[config.mk]
export PLATFORM = sky130hd
export DESIGN_NAME = gpio6_port
export DESIGN_NICKNAME = d
export VERILOG_FILES = /design/src/rtl/gpio6_port.sv
export SDC_FILE = /design/constraint.sdc
export NUM_CORES = 1
export LEC_CHECK = 0
export BUFFER_PORTS_ARGS = -buffer_cell sky130_fd_sc_hd__buf_2
export CAP_MARGIN = 40
export CORE_MARGIN = 2
export CORE_UTILIZATION = 44
export CTS_BUF_LIST = sky130_fd_sc_hd__clkbuf_16
export DETAILED_ROUTE_END_ITERATION = 8
export PLACE_DENSITY = 0.78
export SLEW_MARGIN = 20
export SYNTH_ARGS = -nofsm -noshare
export SYNTH_HDL_FRONTEND = slang
export SYNTH_SLANG_ARGS = --single-unit
[constraint.sdc]
create_clock -name clk -period 1.16 [get_ports clk]
set_clock_uncertainty 0.2 [all_clocks]
set_input_delay 0.058 -clock clk [delete_from_list [all_inputs] [get_ports clk]]
set_output_delay 0.058 -clock clk [all_outputs]
set_load 0.02 [all_outputs]
[src/rtl/gpio6_port.sv]
module gpio6_port #(
  parameter int W = 6,
  parameter int DW = 8,
  parameter int IN_ONLY = 3
) (
  input  logic          clk,
  input  logic          rst_n,
  input  logic          addr,
  input  logic          wr_en,
  input  logic [DW-1:0] wdata,
  input  logic          bit_en,
  input  logic [2:0]    bit_sel,
  input  logic          bit_val,
  output logic [DW-1:0] rdata,
  input  logic [W-1:0]  ana_sel,
  input  logic          mclr_en,
  input  logic [W-1:0]  pin_in,
  output logic [W-1:0]  pin_out,
  output logic [W-1:0]  pin_oe
);
  localparam logic [W-1:0] FIXED = W'(1) << IN_ONLY;

  logic [W-1:0] sync1, sync2, latch_q, dir_q, mask, levels, dir_rd, bit_mask;

  always_ff @(posedge clk or negedge rst_n)
    if (!rst_n) begin
      sync1 <= '0;
      sync2 <= '0;
    end else begin
      sync1 <= pin_in;
      sync2 <= sync1;
    end

  assign mask     = ~ana_sel & ~(mclr_en ? FIXED : '0);
  assign levels   = sync2 & mask;
  assign dir_rd   = dir_q | FIXED;
  assign bit_mask = W'(1) << bit_sel;

  always_ff @(posedge clk or negedge rst_n)
    if (!rst_n) begin
      dir_q   <= FIXED;
      latch_q <= '0;
    end else begin
      if (wr_en && addr)
        dir_q <= wdata[W-1:0] | FIXED;
      if (wr_en && !addr)
        latch_q <= wdata[W-1:0];
      else if (bit_en)
        latch_q <= bit_val ? (levels | bit_mask) : (levels & ~bit_mask);
    end

  assign rdata   = addr ? DW'(dir_rd) : DW'(levels);
  assign pin_out = latch_q;
  assign pin_oe  = ~dir_rd;


  upper_zero_chk: assert property (@(posedge clk) rdata[DW-1:W] == '0);

  in_only_chk: assert property (@(posedge clk) disable iff (!rst_n) !pin_oe[IN_ONLY]);

  mclr_mask_chk: assert property (@(posedge clk) disable iff (!rst_n)
    (mclr_en && !addr) |-> !rdata[IN_ONLY]);

  ana_mask_chk: assert property (@(posedge clk) disable iff (!rst_n)
    !addr |-> ((rdata[W-1:0] & ana_sel) == '0));

  latch_load_chk: assert property (@(posedge clk) disable iff (!rst_n)
    (wr_en && !addr) |=> pin_out == $past(wdata[W-1:0]));

  dir_load_chk: assert property (@(posedge clk) disable iff (!rst_n)
    (wr_en && addr) |=> pin_oe == (~$past(wdata[W-1:0]) & ~FIXED));
endmodule

# Yosys cells after proc, flatten, opt, wreduce, memory -nomap -nowiden
# Index checks and enable logic that the tools add are counted.
# op_classes
n_reduce_logical,4
n_bitwise,8
shift,1
muxes,5
# ops
cell,n
6-bit two-way mux,4
6-bit bitwise AND,3
6-bit NOT,3
4-bit NOT with 6-bit output,1
6-bit bitwise OR,1
1-bit by 3-bit left shift with 6-bit output (first input constant),1
4-bit two-way mux,1
1-bit logical AND,2
2-bit nonzero test,1
1-bit zero test,1
# totals
out_inout_bits,20
register_bits,23

# Logic depth before layout (Yosys ltp)
# Gate-level depths: netlist of run 1.
# logic_depth
ltp_word,8
mapped_depth,4

# Least setup slack after synthesis of run 1
# No wires, ideal clock.
# synth_timing
kind,register to output
from,register sync2[5]
to,output port rdata[5]
path_slack_ns,0.058
t_arrival_ns,0.844
stages_incl_launch_ff,3
path_buffers,0
path_cell_list,dfrtp_1 > nand2b_1 > o21ai_0
# synth_via
elab_chain_len,2
# synth_lines
item,line_no,rtl
start: declaration,23,"logic [W-1:0] sync1, sync2, latch_q, dir_q, mask, levels, dir_rd, bit_mask;"
start signal: assignment,31,sync2 <= sync1;
6-bit bitwise AND,35,assign levels = sync2 & mask;
6-bit two-way mux,52,assign rdata = addr ? DW'(dir_rd) : DW'(levels);
end: declaration,14,"output logic [DW-1:0] rdata,"
# No other way between the ends.

# Worst setup path after layout of run 1
# layout_timing
from,register sync2[4]
to,output port rdata[4]
# Same word-level chain as after synthesis.

==> impl_metrics.json, run 1 <==
{
  "status": "complete, but fails checks",
  "violations": "negative hold slack, negative setup slack",
  "crit_end": "rdata[4]",
  "grtUsageTotal_pct": 19.5,
  "initial_core_util_pct": 46.5,
  "rsz0062_at_grt": "true",
  "period_minus_slack_ps": 1410,
  "maxSlewViolCount": 0,
  "synth_area_leaders": "dfrtp_1, mux2i_1, mux2_2",
  "gp_congestion": 0.792,
  "synth_top_family_by_area": "simple AND/OR/NAND/NOR gates",
  "cp_slowest_stage_delay_ps": 370,
  "crit_arrival_ps": 1150,
  "cp-end-kind": "primary output",
  "core_mm2": 0.00221,
  "vias": 876,
  "highest_layer": "met4",
  "wl_per_cell_um": 13.3,
  "cts_buffers": 3,
  "finalCritPeriodShare_pct": 121,
  "muxShareOfSynthArea_pct": 13.4,
  "rows": 17,
  "final_cells": 183,
  "die_h_um": 52.3,
  "grt_max_degree": 24,
  "yosys.area_share.simple_pct": 15.9,
  "cp_top_family": "flip-flops",
  "insertion_delay_ps": 250,
  "p_leak_nw": 0.786,
  "final_util_pct": 71.7,
  "cts-htree-levels": 1,
  "setup_viol_count_final": 7,
  "synth.top_cell.area_share_pct": 56.0,
  "path_depth": 3,
  "synthXorXnorAreaFrac_pct": 0,
  "cts_sinks": 23,
  "synth_seq_area_share_pct": 56.0,
  "wl_met2_um": 1240,
  "crit_buf_inv": 1,
  "diodes": 0,
  "port_buffers": 44,
  "fin_nets": 186,
  "antenna_found_initial": 0,
  "dieArea_mm2": 0.00274,
  "ir_worst_vdd_uv": 1130,
  "synth_top_flop_cell": "dfrtp_1",
  "fillers": 176,
  "synth_compound_area_share_pct": 9.00,
  "ys_ff_latch": 23,
  "yosysTopAreaCell": "dfrtp_1",
  "yosysWarnings": 0,
  "drive_gt1_share_pct": 43.9,
  "r2r_cells": 4,
  "synth.cell_area_mm2": 0.00103,
  "synth_fa_ha_area_share_pct": 0,
  "slowest_stage": "dfrtp_1",
  "wl_met1_um": 1020,
  "hold_class": "input port to flip-flop",
  "rr_endpoint": "pin_out[4]",
  "io_pins": 50,
  "worst_slew_pin_slew_ps": 503,
  "finalWorstSetupSlack_ps": -246,
  "root_buffer": "clkbuf_16",
  "hold_violations": 1,
  "async_reset_ff_share_pct": 100,
  "crit_type": "flip-flop to primary output",
  "slew_headroom_pct": 66.5,
  "drc_errors": 0,
  "path_max_fanout": 2,
  "setup_tns_ps": -734,
  "avgViaCountPerCell": 4.79,
  "grt_pass1_wl_um": 3830,
  "cp-startpoint": "sync2[4]",
  "first_iter_violations": 12,
  "cts_tree": "built",
  "synth-edff-count": 0,
  "syn2layout_area_growth_pct": 54.1,
  "dp_cells": 162,
  "syn_inst": 91,
  "path_cells": "nor2b_4 -> mux2_4 -> buf_6",
  "dp.final_hpwl_um": 1610,
  "critPathRequiredTime_ps": 900,
  "die_x_um": 52.3,
  "max-cap-violations": 0,
  "wl_met3_um": 152,
  "synth_area_per_cell_um2": 11.3,
  "holdWs_ps": -20.9,
  "first_pass_iters": 4,
  "ys_types": 20,
  "clockBufferDepth": 2,
  "worstSetupStartpointType": "flip-flop",
  "power.density_mw_per_mm2": 1350,
  "r2r_setup_slack_ps": -10,
  "drt_wl_total_um": 2430,
  "worstReg2RegStart": "sync2[4]",
  "grt_pass1_vias": 847,
  "fmax_mhz": 711,
  "clkTransAtPathRegs_ps": 60,
  "ant_nets": 0,
  "globalRouteOverflowTotal": 0
}
## synthesized netlist by cell type (2+ instances only)
cell type / instances
buf_2: 2
nand2_1: 10
a2bb2oi_1: 4
nor3b_1: 3
o21ai_0: 9
mux2i_1: 7
dfrtp_1: 23
inv_1: 6
mux2_2: 6
nand3b_1: 2
nor2b_1: 3
nor3_1: 2
buf_4: 3
nand2b_1: 5
## metal layers
layer	up-vias	track usage (%)
li1	429	-
met1	408	26.2
met2	37	32.7
met3	2	2.86
met4	0	5.13
met5	-	0
## where the power goes
part           total, mW  internal, mW  switching (mW)
sequential         0.912         0.875          0.0370
clock              0.723         0.462           0.261
combinational      0.508         0.239           0.269
total               2.14          1.58           0.567
## worst min-delay path by stage
stage,from,end,slack [ps],cells past startpoint
global placement,rst_n,sync1[1],-150,1
detailed placement,rst_n,sync1[1],-140,1
global route,ana_sel[3],pin_out[3],0.9,4
CTS,ana_sel[3],pin_out[3],-30,4
finish,mclr_en,pin_out[3],-20,4
floorplan,rst_n,dir_q[0],-440,0
## layout make-up
class	count	area [um2]	area share, %
multi-input cells	59	448	28.3
repair buffers	63	424	26.8
inverters	6	22.5	1.42
clock inverters	1	5.00	0.316
well taps	28	35.0	2.21
flip-flops and latches	23	576	36.3
clock buffers	3	75.1	4.74
## what timing repair did
action                                  CTS  global route
endpoints found under the setup margin    6             9
setup buffers                             2             2
endpoints found under the hold margin    40             0
gates resized for setup                  16             7
pin swaps                                 2             4
hold buffers                             14             0
## flip-flops by register name, indices dropped and copies added, names as in the netlist
register / flops
pin_out: 6
sync2: 6
sync1: 6
dir_q: 5
## worst register-to-register path: cells and delay by family (launching register included)
kind            cells  cell delay [ps]
flops               1              370
mux                 1              150
simple gates        1              130
buf+inv             1              120
compound gates      1               90
## through the flow
stage	setup slack [ps]	hold WS, ps	cell area, um2	total power, mW
CTS	-246	-34.8	1550	2.14
floorplan	57.8	-438	1040	1.17
global route	-277	0.856	1590	2.25
global placement	14.0	-151	1270	1.32
detailed placement	-8.80	-145	1270	1.34
finish	-246	-20.9	1590	2.14
## logic make-up (layout without fill, tap and decap cells)
group | count (synthesis) | after routing
DFF | 23 | 23
muxes | 13 | 13
AOI/OAI and AO/OA | 14 | 14
and+or+nand+nor | 29 | 29
buffers and inverters | 11 | 73
other | 1 | 3
## cells in the final DEF (no fill, tap or decap), drive strengths merged
master,Yosys,layout
nand2b,5,5
clkbuf,0,3
inv,6,6
dlygate4sd3,0,14
and2,1,1
o21ai,9,9
mux2i,7,7
nor3b,4,4
nand2,10,10
conb,1,3
buf,5,49
nor3,2,2
clkinv,0,1
a211oi,1,1
dfrtp,23,23
nor2b,3,3
mux2,6,6
a2bb2oi,4,4
nor2,1,1
or2,1,1
nand3b,2,2
(Power assumes the default switching activity.)
==> run 2, diff against run 1 <==
--- a/config.mk
+++ b/config.mk
@@ -12,6 +12,7 @@
 export CTS_BUF_LIST = sky130_fd_sc_hd__clkbuf_16
 export DETAILED_ROUTE_END_ITERATION = 8
 export PLACE_DENSITY = 0.78
+export REMOVE_ABC_BUFFERS = 1
 export SLEW_MARGIN = 20
 export SYNTH_ARGS = -nofsm -noshare
 export SYNTH_HDL_FRONTEND = slang
==> run 2 against run 1 <==
Critical endpoint unchanged. The flow still finishes with violations (negative hold slack, negative setup slack). Worst hold slack better by 21 ps. Sequential power increased by 0.9%. Final cell count down 0.55%. Critical path type unchanged.
==> impl_metrics.json, run 2 (synthesis gave the netlist of run 1 again) <==
{
  "status": "complete, but fails checks",
  "violations": "negative hold slack, negative setup slack",
  "cp-end-kind": "primary output",
  "insertion_delay_ps": 260,
  "initial_core_util_pct": 46.5,
  "ant_nets": 0,
  "finalCritPeriodShare_pct": 123,
  "placed_cell_area_mm2": 0.00127,
  "root_buffer": "clkbuf_16",
  "cts_buffers": 3,
  "die_h_um": 52.3,
  "first_pass_iters": 5,
  "vias": 947,
  "die_x_um": 52.3,
  "drive_gt1_share_pct": 46.1,
  "maxSlewViolCount": 0,
  "power_frac_seq_pct": 41.6,
  "finalWorstSetupSlack_ps": -264,
  "cp-startpoint": "sync2[4]",
  "max-cap-violations": 0,
  "rsz0062_at_grt": "true",
  "cts_tree": "built",
  "grtUsageTotal_pct": 23.2,
  "wl_per_cell_um": 16.5,
  "fmax_mhz": 702,
  "period_minus_slack_ps": 1420,
  "fin_nets": 185,
  "hold_class": "input port to flip-flop",
  "r2r_cells": 4,
  "path_max_fanout": 2,
  "grt_pass1_vias": 986,
  "worstReg2RegStart": "sync2[2]",
  "power_frac_comb_pct": 24.5,
  "r2r_setup_slack_ps": -20,
  "avgViaCountPerCell": 5.20,
  "p_sw_uw": 619,
  "io_pins": 50,
  "power_frac_clock_pct": 33.9,
  "antenna_found_initial": 0,
  "dieArea_mm2": 0.00274,
  "core_mm2": 0.00221,
  "worstSetupStartpointType": "flip-flop",
  "drt_wl_total_um": 3000,
  "gp_congestion": 0.760,
  "final_common_cell": "buf_2",
  "globalRouteOverflowTotal": 0,
  "hold_violations": 1,
  "seqCellArea_um2": 576,
  "clkTransAtPathRegs_ps": 60,
  "rr_endpoint": "pin_out[2]",
  "critPathRequiredTime_ps": 900,
  "slew_headroom_pct": 66.5,
  "fillers": 128,
  "crit_arrival_ps": 1170,
  "grt_pass1_wl_um": 4550,
  "final_cell_mix": "buf_2, dfrtp_1, dlygate4sd3_1, nand2_1, buf_4",
  "crit_type": "flip-flop to primary output",
  "dp.final_hpwl_um": 1720,
  "rows": 17,
  "final_area_mm2": 0.00162,
  "ir_worst_vdd_uv": 1490,
  "grt_max_degree": 24,
  "power.density_mw_per_mm2": 1360,
  "cts_sinks": 23,
  "p_leak_nw": 0.788,
  "p_int_mw": 1.59,
  "port_buffers": 44,
  "worst_slew_pin_slew_ps": 502,
  "diodes": 0,
  "clockBufferDepth": 2,
  "first_iter_violations": 22,
  "syn2layout_area_growth_pct": 57.9,
  "drc_errors": 0,
  "crit_end": "rdata[4]",
  "dp_slack_ps": -7.50,
  "swShare_pct": 28.0,
  "cts-htree-levels": 1,
  "setup_viol_count_final": 8,
  "holdWs_ps": -0.0185,
  "multi_input_area_um2": 483
}
## run 2: area by class of cell
class | count | share of cell area, %
well taps | 28 | 2.16
clock buffers | 3 | 4.62
clock inverters | 1 | 0.308
inverters | 6 | 1.54
multi-input cells | 59 | 29.7
repair buffers | 62 | 26.2
flip-flops and latches | 23 | 35.4
## run 2: how the worst min path moves through the flow
stage / slack (ps) / cells past startpoint / startpoint / to
6_report: -0.02 / 4 / addr / pin_out[0]
5_1_grt: 10 / 4 / mclr_en / pin_out[3]
2_1_floorplan: -440 / 0 / rst_n / dir_q[0]
4_1_cts: -40 / 4 / mclr_en / pin_out[3]
3_3_place_gp: -150 / 1 / rst_n / sync1[2]
3_5_place_dp: -150 / 1 / rst_n / dir_q[1]
## run 2: worst max-delay path, stage by stage, from the launching register on
cell and delay, ps:
dfrtp_1 380, nor2b_4 130, mux2_4 270, buf_6 130
## run 2: layer usage
| metal | up-vias | global-route usage, % | routed length [um] |
|---|---|---|---|
| met2 | 49 | 39.6 | 1590 |
| met3 | 9 | 5.14 | 172 |
| li1 | 434 | - | - |
| met5 | - | 0 | 0 |
| met1 | 455 | 27.0 | 1130 |
| met4 | 0 | 12.4 | 102 |
## run 2: power groups by stage
stage          clock (mW)  combinational, mW  sequential [mW]
2_1_floorplan           0              0.205            0.949
3_3_place_gp            0              0.399            0.921
3_5_place_dp            0              0.409            0.928
4_1_cts             0.743              0.484            0.914
5_1_grt             0.795              0.580            0.926
6_report            0.750              0.541            0.920
## run 2: what timing repair did
| item | in CTS | in global routing |
|---|---|---|
| buffers inserted | 2 | 1 |
| pin swaps | 2 | 4 |
| setup endpoints to repair | 6 | 12 |
| endpoints found under the hold margin | 40 | 0 |
| hold buffers | 14 | 0 |
| resized for setup | 16 | 17 |
## run 2: metrics by stage
step / cells / setup TNS [ps] / utilization [%] / power (mW)
after floorplan: 88 / 0 / - / 1.15
after global placement: 161 / 0 / 57.2 / 1.32
after detailed placement: 161 / -13.1 / 57.2 / 1.34
after CTS: 181 / -669 / 69.5 / 2.14
after global routing: 182 / -1220 / 73.4 / 2.30
final: 182 / -869 / 73.4 / 2.21
==> run 3, diff against run 2 <==
--- a/config.mk
+++ b/config.mk
@@ -7,7 +7,6 @@
 export LEC_CHECK = 0
 export BUFFER_PORTS_ARGS = -buffer_cell sky130_fd_sc_hd__buf_2
 export CAP_MARGIN = 40
-export CORE_MARGIN = 2
 export CORE_UTILIZATION = 44
 export CTS_BUF_LIST = sky130_fd_sc_hd__clkbuf_16
 export DETAILED_ROUTE_END_ITERATION = 8
==> run 3 against run 2 <==
The flow still finishes with violations (negative hold slack, negative setup slack). Non-clock buffer count fell by 1. Global-route usage up 0.68 points. Sequential power fell by 0.8%. First-iteration DRC count decreased by 41%. Register-to-register slack better by 60 ps. Sequential share of layout area rose by 1.4 points. Die area decreased by 7.5%. Clock-buffer cell count unchanged. Critical endpoint unchanged. Largest cell class unchanged. Largest power group unchanged.
==> impl_metrics.json, run 3 (synthesis gave the netlist of run 1 again) <==
{
  "first_iter_violations": 13,
  "hold_violations": 3,
  "clkTransAtPathRegs_ps": 60,
  "hold_class": "input port to flip-flop",
  "insertion_delay_ps": 260,
  "finalWorstSetupSlack_ps": -246,
  "drc_errors": 0,
  "p_sw_uw": 582,
  "setup_viol_count_final": 6,
  "wl_per_cell_um": 14.8,
  "worstSetupStartpointType": "flip-flop",
  "crit_type": "flip-flop to primary output",
  "rr_endpoint": "pin_out[1]",
  "setup_tns_ps": -666,
  "power_frac_seq_pct": 42.4,
  "gp_congestion": 0.753,
  "grt_pass1_wl_um": 4370,
  "final_cells": 181,
  "path_max_fanout": 2,
  "dieArea_mm2": 0.00253,
  "fin_nets": 184,
  "multi_input_area_um2": 440,
  "cts_sinks": 23,
  "total_power_mw": 2.15,
  "antenna_found_initial": 0,
  "dp_cells": 161,
  "cts_tree": "built",
  "grtUsageTotal_pct": 23.9,
  "period_minus_slack_ps": 1410,
  "max-cap-violations": 0,
  "vias": 913,
  "die_x_um": 50.3,
  "crit_end": "rdata[4]",
  "placed_cell_area_mm2": 0.00127,
  "p_int_mw": 1.57,
  "r2r_cells": 4,
  "power_frac_clock_pct": 34.0,
  "finalCritPeriodShare_pct": 121,
  "final_cell_mix": "buf_2, dfrtp_1, dlygate4sd3_1, nand2_1",
  "ant_nets": 0,
  "crit_arrival_ps": 1150,
  "die_h_um": 50.3,
  "p_leak_nw": 0.775,
  "ir_worst_vdd_uv": 1170,
  "final_common_cell": "buf_2",
  "cp-startpoint": "sync2[4]",
  "path_cells": "nor2b_4 -> mux2_4 -> buf_6",
  "r2r_setup_slack_ps": 40,
  "initial_core_util_pct": 46.5,
  "fmax_mhz": 711,
  "port_buffers": 44,
  "io_pins": 50,
  "maxSlewViolCount": 0,
  "globalRouteOverflowTotal": 0,
  "slew_headroom_pct": 66.4,
  "power_frac_comb_pct": 23.6,
  "avgViaCountPerCell": 5.04,
  "power.density_mw_per_mm2": 1380,
  "grt_max_degree": 24,
  "swShare_pct": 27.0,
  "violations": "negative hold slack, negative setup slack",
  "slowest_stage": "dfrtp_1",
  "holdWs_ps": -14.0,
  "clockBufferDepth": 2,
  "core_mm2": 0.00221,
  "worstReg2RegStart": "sync2[1]",
  "dp.final_hpwl_um": 1720,
  "critPathRequiredTime_ps": 900,
  "cts_buffers": 3,
  "fillers": 155,
  "final_area_mm2": 0.00156,
  "rows": 17,
  "seqCellArea_um2": 576,
  "drive_gt1_share_pct": 41.2,
  "status": "complete, but fails checks",
  "final_util_pct": 70.7,
  "cts-htree-levels": 1,
  "root_buffer": "clkbuf_16",
  "diodes": 0,
  "worst_slew_pin_slew_ps": 505,
  "syn2layout_area_growth_pct": 52.1,
  "cp_slowest_stage_delay_ps": 360,
  "first_pass_iters": 4,
  "rsz0062_at_grt": "true",
  "cp-end-kind": "primary output",
  "drt_wl_total_um": 2670,
  "dp_slack_ps": -100,
  "grt_pass1_vias": 988
}
-- run 3: how the worst min path moves through the flow --
stage               startpoint         end  slack [ps]  cells past startpoint
floorplan                rst_n    dir_q[0]        -440                      0
global placement         rst_n    sync1[4]        -150                      1
detailed placement       rst_n    sync1[2]        -150                      1
CTS                       addr  pin_out[2]         -30                      4
global route              addr  pin_out[5]          20                      4
finish                 mclr_en  pin_out[3]         -10                      4
-- run 3: repair_timing --
item	4_1_cts	5_1_grt
setup buffers	1	1
resized for setup	18	4
endpoints found under the hold margin	40	0
setup endpoints to repair	6	9
pin swaps	1	1
hold buffers	14	0
-- run 3: critical path: cells and delay by family (launching register included) --
| kind | cells | cell delay (ps) |
|---|---|---|
| and+or+nand+nor | 1 | 120 |
| DFF | 1 | 360 |
| buffers and inverters | 1 | 140 |
| muxes | 1 | 270 |
-- run 3: metal layers --
layer,part of all wire [%],GRT usage [%]
met1,39,27.6
met3,4.4,3.03
met5,0,0
met2,53,42.0
met4,3.3,14.4
-- run 3: cell type report --
class,count,share of cell area (%)
Timing Repair Buffer,61,26.3
Multi-Input combinational cell,59,28.2
Inverter,6,1.44
Sequential cell,23,36.8
Clock buffer,3,4.80
Clock inverter,1,0.240
Tap cell,28,2.24
-- run 3: power groups by stage --
stage | combinational [mW] | sequential (mW) | clock [mW]
final | 0.508 | 0.913 | 0.731
after global routing | 0.546 | 0.922 | 0.772
after CTS | 0.486 | 0.912 | 0.747
after detailed placement | 0.411 | 0.926 | 0
after global placement | 0.398 | 0.921 | 0
after floorplan | 0.205 | 0.949 | 0
